File: src/rtl/twin_ball_render.sv
module sprite_seq #(
  parameter int XW = 9,
  parameter int YW = 8
) (
  input  logic          clk,
  input  logic          rst,
  input  logic          start,
  input  logic [XW-1:0] x_in,
  input  logic [YW-1:0] y_in,
  output logic [XW-1:0] x_out,
  output logic [YW-1:0] y_out,
  output logic          valid,
  output logic          done
);
  localparam int NPIX = 5;
  localparam int IW = $clog2(NPIX);
  localparam logic [IW-1:0] LAST = IW'(NPIX - 1);

  logic          active;
  logic [IW-1:0] idx;
  logic [XW-1:0] ax;
  logic [YW-1:0] ay;
  logic [1:0]    dx, dy;

  always_ff @(posedge clk) begin
    if (rst) begin
      active <= 1'b0;
      idx    <= '0;
    end else if (start && !active) begin
      active <= 1'b1;
      idx    <= '0;
      ax     <= x_in;
      ay     <= y_in;
    end else if (active) begin
      if (idx == LAST) active <= 1'b0;
      else idx <= idx + 1'b1;
    end
  end

  always_comb begin
    case (idx)
      IW'(0):  begin dx = 2'd1; dy = 2'd0; end
      IW'(1):  begin dx = 2'd0; dy = 2'd1; end
      IW'(2):  begin dx = 2'd1; dy = 2'd1; end
      IW'(3):  begin dx = 2'd2; dy = 2'd1; end
      default: begin dx = 2'd1; dy = 2'd2; end
    endcase
  end

  assign x_out = ax + XW'(dx);
  assign y_out = ay + YW'(dy);
  assign valid = active;
  assign done  = active && (idx == LAST);
endmodule

module twin_ball_render #(
  parameter int          XW  = 9,
  parameter int          YW  = 8,
  parameter int          CW  = 3,
  parameter logic [XW-1:0] BX0 = 9'd100,
  parameter logic [YW-1:0] BY0 = 8'd50,
  parameter logic [XW-1:0] BX1 = 9'd200,
  parameter logic [YW-1:0] BY1 = 8'd120,
  parameter logic [CW-1:0] COL0 = 3'b100,
  parameter logic [CW-1:0] COL1 = 3'b010
) (
  input  logic          clk,
  input  logic          rst,
  input  logic          pad_l_up,
  input  logic          pad_l_dn,
  input  logic          pad_r_up,
  input  logic          pad_r_dn,
  output logic [XW-1:0] vga_x,
  output logic [YW-1:0] vga_y,
  output logic [CW-1:0] vga_color,
  output logic          vga_wr_en
);
  typedef enum logic [2:0] {ST_ARM0, ST_DRAW0, ST_ARM1, ST_DRAW1, ST_HALT} state_t;

  state_t        state;
  logic          seq_start, seq_done, finished;
  logic [XW-1:0] anchor_x;
  logic [YW-1:0] anchor_y;
  logic          unused_pads;

  assign unused_pads = ^{pad_l_up, pad_l_dn, pad_r_up, pad_r_dn};

  always_ff @(posedge clk) begin
    if (rst) state <= ST_ARM0;
    else begin
      case (state)
        ST_ARM0:  state <= ST_DRAW0;
        ST_DRAW0: if (seq_done) state <= ST_ARM1;
        ST_ARM1:  state <= ST_DRAW1;
        ST_DRAW1: if (seq_done) state <= ST_HALT;
        default:  state <= ST_HALT;
      endcase
    end
  end

  assign seq_start = (state == ST_ARM0) || (state == ST_ARM1);
  assign anchor_x  = (state == ST_ARM0) ? BX0 : BX1;
  assign anchor_y  = (state == ST_ARM0) ? BY0 : BY1;
  assign vga_color = (state == ST_DRAW0) ? COL0 : COL1;
  assign finished  = (state == ST_HALT);

  sprite_seq #(.XW(XW), .YW(YW)) u_seq (
    .clk   (clk),
    .rst   (rst),
    .start (seq_start),
    .x_in  (anchor_x),
    .y_in  (anchor_y),
    .x_out (vga_x),
    .y_out (vga_y),
    .valid (vga_wr_en),
    .done  (seq_done)
  );
endmodule

File: config.mk
export PLATFORM = sky130hd
export DESIGN_NAME = twin_ball_render
export DESIGN_NICKNAME = d
export VERILOG_FILES = /design/src/rtl/twin_ball_render.sv
export SDC_FILE = /design/constraint.sdc
export NUM_CORES = 1
export LEC_CHECK = 0
export ABC_AREA = 1
export BUFFER_PORTS_ARGS = -buffer_cell sky130_fd_sc_hd__buf_4
export CAP_MARGIN = 20
export CORE_UTILIZATION = 39
export DETAILED_ROUTE_END_ITERATION = 12
export HOLD_SLACK_MARGIN = 0.12
export PLACE_DENSITY = 0.72
export REMOVE_ABC_BUFFERS = 1
export SLEW_MARGIN = 20
export SYNTH_ARGS = -nofsm -noshare
export SYNTH_HDL_FRONTEND = slang
export SYNTH_SLANG_ARGS = --single-unit
File: constraint.sdc
create_clock -name clk -period 1.1 [get_ports clk]
set_input_delay 0.055 -clock clk [delete_from_list [all_inputs] [get_ports clk]]
set_output_delay 0.055 -clock clk [all_outputs]
set_load 0.03 [all_outputs]
Word level (Yosys, flattened, before mapping)
Index checks and enable logic that the tools add are counted.
Operators by class
  add/sub/neg operators: 3
  equal/unequal tests: 9
  muxes and demuxes: 11
  bitwise gates (word level): 2
  reduce and logical (&&, ||, !) cells: 11
Operators by type and width (number)
  $eq A3 B2 Y1 const B: 4
  $pmux W3 S4: 1
  $add A9 B2 Y9: 1
  $mux W3: 3
  $add A8 B2 Y8: 1
  $mux W8: 1
  $pmux W2 S2: 2
  $mux W7: 1
  $eq A3 B1 Y1 const B: 2
  $logic_not A3 Y1: 2
  $reduce_and A2 Y1: 3
  $ne A2 B2 Y1 const B: 2
  $add A3 B1 Y3 const B: 1
  $eq A3 B3 Y1 const B: 1
  $mux W1: 3
  $reduce_or A3 Y1: 1
  $logic_and A1 B1 Y1: 2
  $not A1 Y1: 2
  $reduce_or A2 Y1: 1
  $logic_not A1 Y1: 1
  $logic_or A1 B1 Y1: 1
Word-level totals
  register bits after elaboration: 24
  bits of input ports: 6
  output and inout port bits: 21
  word-level logic and storage cells: 41

Logic depth before layout (Yosys ltp)
  depth after elaboration: 4
  mapped depth: 7

Modules after synthesis
Synthesis repeated with hierarchy kept, for this count alone.
Unflattened totals
  cells, all modules: 165
  area total of the unflattened synthesis: 1395.1 um2
By module, submodules not included
  sprite_seq: times used 1, cells an instance 138, area each 1226.2 um2
  twin_ball_render: times used 1, cells an instance 27, area each 168.9 um2

Worst setup path after synthesis
OpenSTA, ideal clock, no wires.
  path kind: register -> output
  start: register u_seq.idx[0]
  end: output port vga_y[0]
  arrival time: 1.195 ns
  required time: 1.045 ns
  slack: -0.150 ns
  cell stages (with the launch flop): 4
  cells stage by stage: dfxtp_1 ha_1 ha_1 o21bai_1
Between the ends
  word-level cells in the longest chain between the ends: 4
Ends and longest elaborated chain
  start, declared: line 20  | logic [IW-1:0] idx;
  start signal, assigned: line 36  | else idx <= idx + 1'b1;
  $eq A3 B1 Y1 or $eq A3 B2 Y1 (tied branches): line 41  | case (idx)
  $reduce_or A3 Y1 (no line)
  $pmux W2 S2 *: line 41
  $add A8 B2 Y8 *: line 51  | assign y_out = ay + YW'(dy);
  end, declared: line 74  | output logic [YW-1:0] vga_y,
Mark *: on every way between the ends. The rest lies on a longest branch, timed or not.

Worst setup path after layout
Same ends and word-level chain as after synthesis.

==> run summary <==
Synth-to-Final Area Change: 55.8%
Power per standard cell area: 1360 mW/mm2
CP arrival: 1.23 ns
Number of CTS-inserted buffers: 3
Mean instance size in the synthesized netlist: 7.76 um2
Leak pwr: 0.398 nW
Sequential cell area in the final layout: 210 um2
Crit path capture type: output port
Final WS setup: -0.188 ns
Accumulated negative setup slack: -0.388 ns
First-pass GRT wire length: 1520 um
Clock skew: 0.00963 ns
Class of the most critical setup path: reg -> out
Number of synthesized register bits: 9
Fillcell total: 88
Maximum clock frequency: 776 MHz
Fraction of final layout cells sized beyond drive strength 1: 58.8%
Nets: 110
Maximum ir drop on the vdd rail: 0.546 mV
Multi-input combinational cell area: 357 um2
Required time of the critical path: 1.04 ns
Final period utilization: 117%
Clock transition at the registers of the reported paths: 0.06 ns
Height of the die: 40.1 um
IO buf count: 15
Horizontal extent of the die: 40.1 um
Number of global-route vias before repair: 393
Die Area: 0.00161 mm2
Pin count of the biggest net entering global routing: 7
Insertion delay to the later sink of the worst-skew pair: 0.26 ns
Synth area leaders: sky130_fd_sc_hd__dfxtp_1, sky130_fd_sc_hd__buf_4, sky130_fd_sc_hd__ha_1
Final hold violation count: 0
Portion of synthesized cell area occupied by the leading cell type: 24.7%
Initial Util: 42.5%
Leading cell type in the layout, fill and taps excluded: sky130_fd_sc_hd__buf_4
Number of vias per cell after detailed routing: 4.73
Final Wtd Congestion: 0.789
Area after DPL: 679 um2
Post-synthesis instance total: 73
Cell area after layout: 883 um2
Estimated wirelength of the detail-placed design: 774 um
Number of library cell types mapped by synthesis: 16
Final critical-path required period: 1.29 ns
Number of antenna diodes: 0
Final ANT Viol Nets: 0
Remaining global-route overflow: 0
Placeable core region: 0.00133 mm2
Number of maximum-capacitance violations: 0
Sequential element share of the synthesized area: 35.3%
Hold Worst Slack: 0.523 ns
Violated checks: negative setup slack
Startpoint Class: register
Post-synthesis cell area: 567 um2
Count of final max-slew check failures: 0
Std-Cell Rows: 13
Clock tree from TritonCTS: built
Hold/Removal Path Class: reg -> reg
Outcome: complete, but fails checks
Vias post-DR: 530
Worst setup timing slack at the placement stage: -0.0414 ns
Final Setup Violations: 3
Clock sink total: 9
Max Buffers Root-to-Sink: 2
Clk root buf: sky130_fd_sc_hd__clkbuf_4
Routed wire length: 1260 um
# DRC: 0
CP Max Fanout: 4
Warnings from Yosys: 0
Setup repair after global routing missed its margin: true
Commonest cells after routing, fill and taps aside: sky130_fd_sc_hd__buf_4, sky130_fd_sc_hd__inv_1, sky130_fd_sc_hd__conb_1, sky130_fd_sc_hd__buf_6, sky130_fd_sc_hd__nand2_1
CTS H-Tree Depth: 1
Synth area leader: sky130_fd_sc_hd__dfxtp_1
Initial antenna violation count: 0
Number of placed I/O pins: 27
Global-route usage over all layers: 14.1%
Starting DRT DRC Count: 17
First-pass DRT Iterations: 4
Average detailed-routed wire length per instance: 11.3 um
==> metal layers <==
| metal | wire length, um | GRT usage (%) | part of all wire, % |
|---|---|---|---|
| met3 | 83 | 3.33 | 6.6 |
| met1 | 510 | 14.9 | 40 |
| met5 | 0 | 0 | 0 |
| met4 | 0 | 5.17 | 0 |
| met2 | 668 | 26.6 | 53 |
==> what timing repair did <==
item | CTS | global route
buffers inserted | 1 | 3
resized for setup | 16 | 23
hold buffers | 1 | 0
pin swaps | 4 | 4
endpoints found under the setup margin | 12 | 16
endpoints found under the hold margin | 4 | 0
==> critical path: stages, from the launching register on <==
cell	delay, ns
sky130_fd_sc_hd__dfxtp_4	0.36
sky130_fd_sc_hd__ha_4	0.16
sky130_fd_sc_hd__ha_4	0.15
sky130_fd_sc_hd__o21bai_1	0.14
sky130_fd_sc_hd__buf_4	0.17
==> stage by stage <==
step	power, mW	utilization [%]	cells
final	1.20	66.2	112
after global routing	1.26	66.2	112
after CTS	1.13	59.0	109
after detailed placement	0.834	50.9	103
after global placement	0.823	50.9	103
after floorplan	0.685	-	67
==> logic make-up (layout without fill, tap and decap cells) <==
family                     after synthesis  after routing  synth area share (%)
DFF                                      9              9                  35.3
and+or+nand+nor                         26             26                  21.0
other                                    2              7                  1.32
adders and majority gates                6              6                  13.2
buffers and inverters                   23             42                  22.5
AOI/OAI and AO/OA                        7              7                  6.62
==> flip-flops by register name, summed over array words and instances, names as in the netlist <==
| signal | cells |
|---|---|
| state | 3 |
| u_seq.idx | 3 |
| u_seq.ax | 2 |
| u_seq.valid | 1 |
==> cell type report <==
class	count	share of cell area, %
Sequential cell	9	23.8
Timing Repair Buffer	26	25.4
Multi-Input combinational cell	46	40.4
Clock buffer	4	2.97
Inverter	12	5.38
Tap cell	15	2.12
==> where the power goes <==
part / leakage [nW] / internal, mW / switching, mW
clock network: 0.0150 / 0.139 / 0.114
logic: 0.304 / 0.211 / 0.318
registers: 0.0784 / 0.376 / 0.0387
==> cells in the mapped netlist (all sizes together) <==
library cell  instances
nand3                 6
conb                  2
edfxtp                2
ha                    6
a21oi                 5
nand2                11
inv                  12
buf                  11
nor3                  1
dfxtp                 7
o21ai                 1
nor2                  8
o21bai                1
==> path summary, 6_finish.rpt <==
path           startpoint            to  slack [ns]  cells past startpoint
min reg2reg  u_seq.idx[0]  u_seq.idx[0]        0.52                      2
max reg2reg  u_seq.idx[0]      state[1]        0.03                      7
max          u_seq.idx[0]      vga_y[0]       -0.19                      4
min          u_seq.idx[0]  u_seq.idx[0]        0.52                      2
Power figures use the tool's default switching activity.
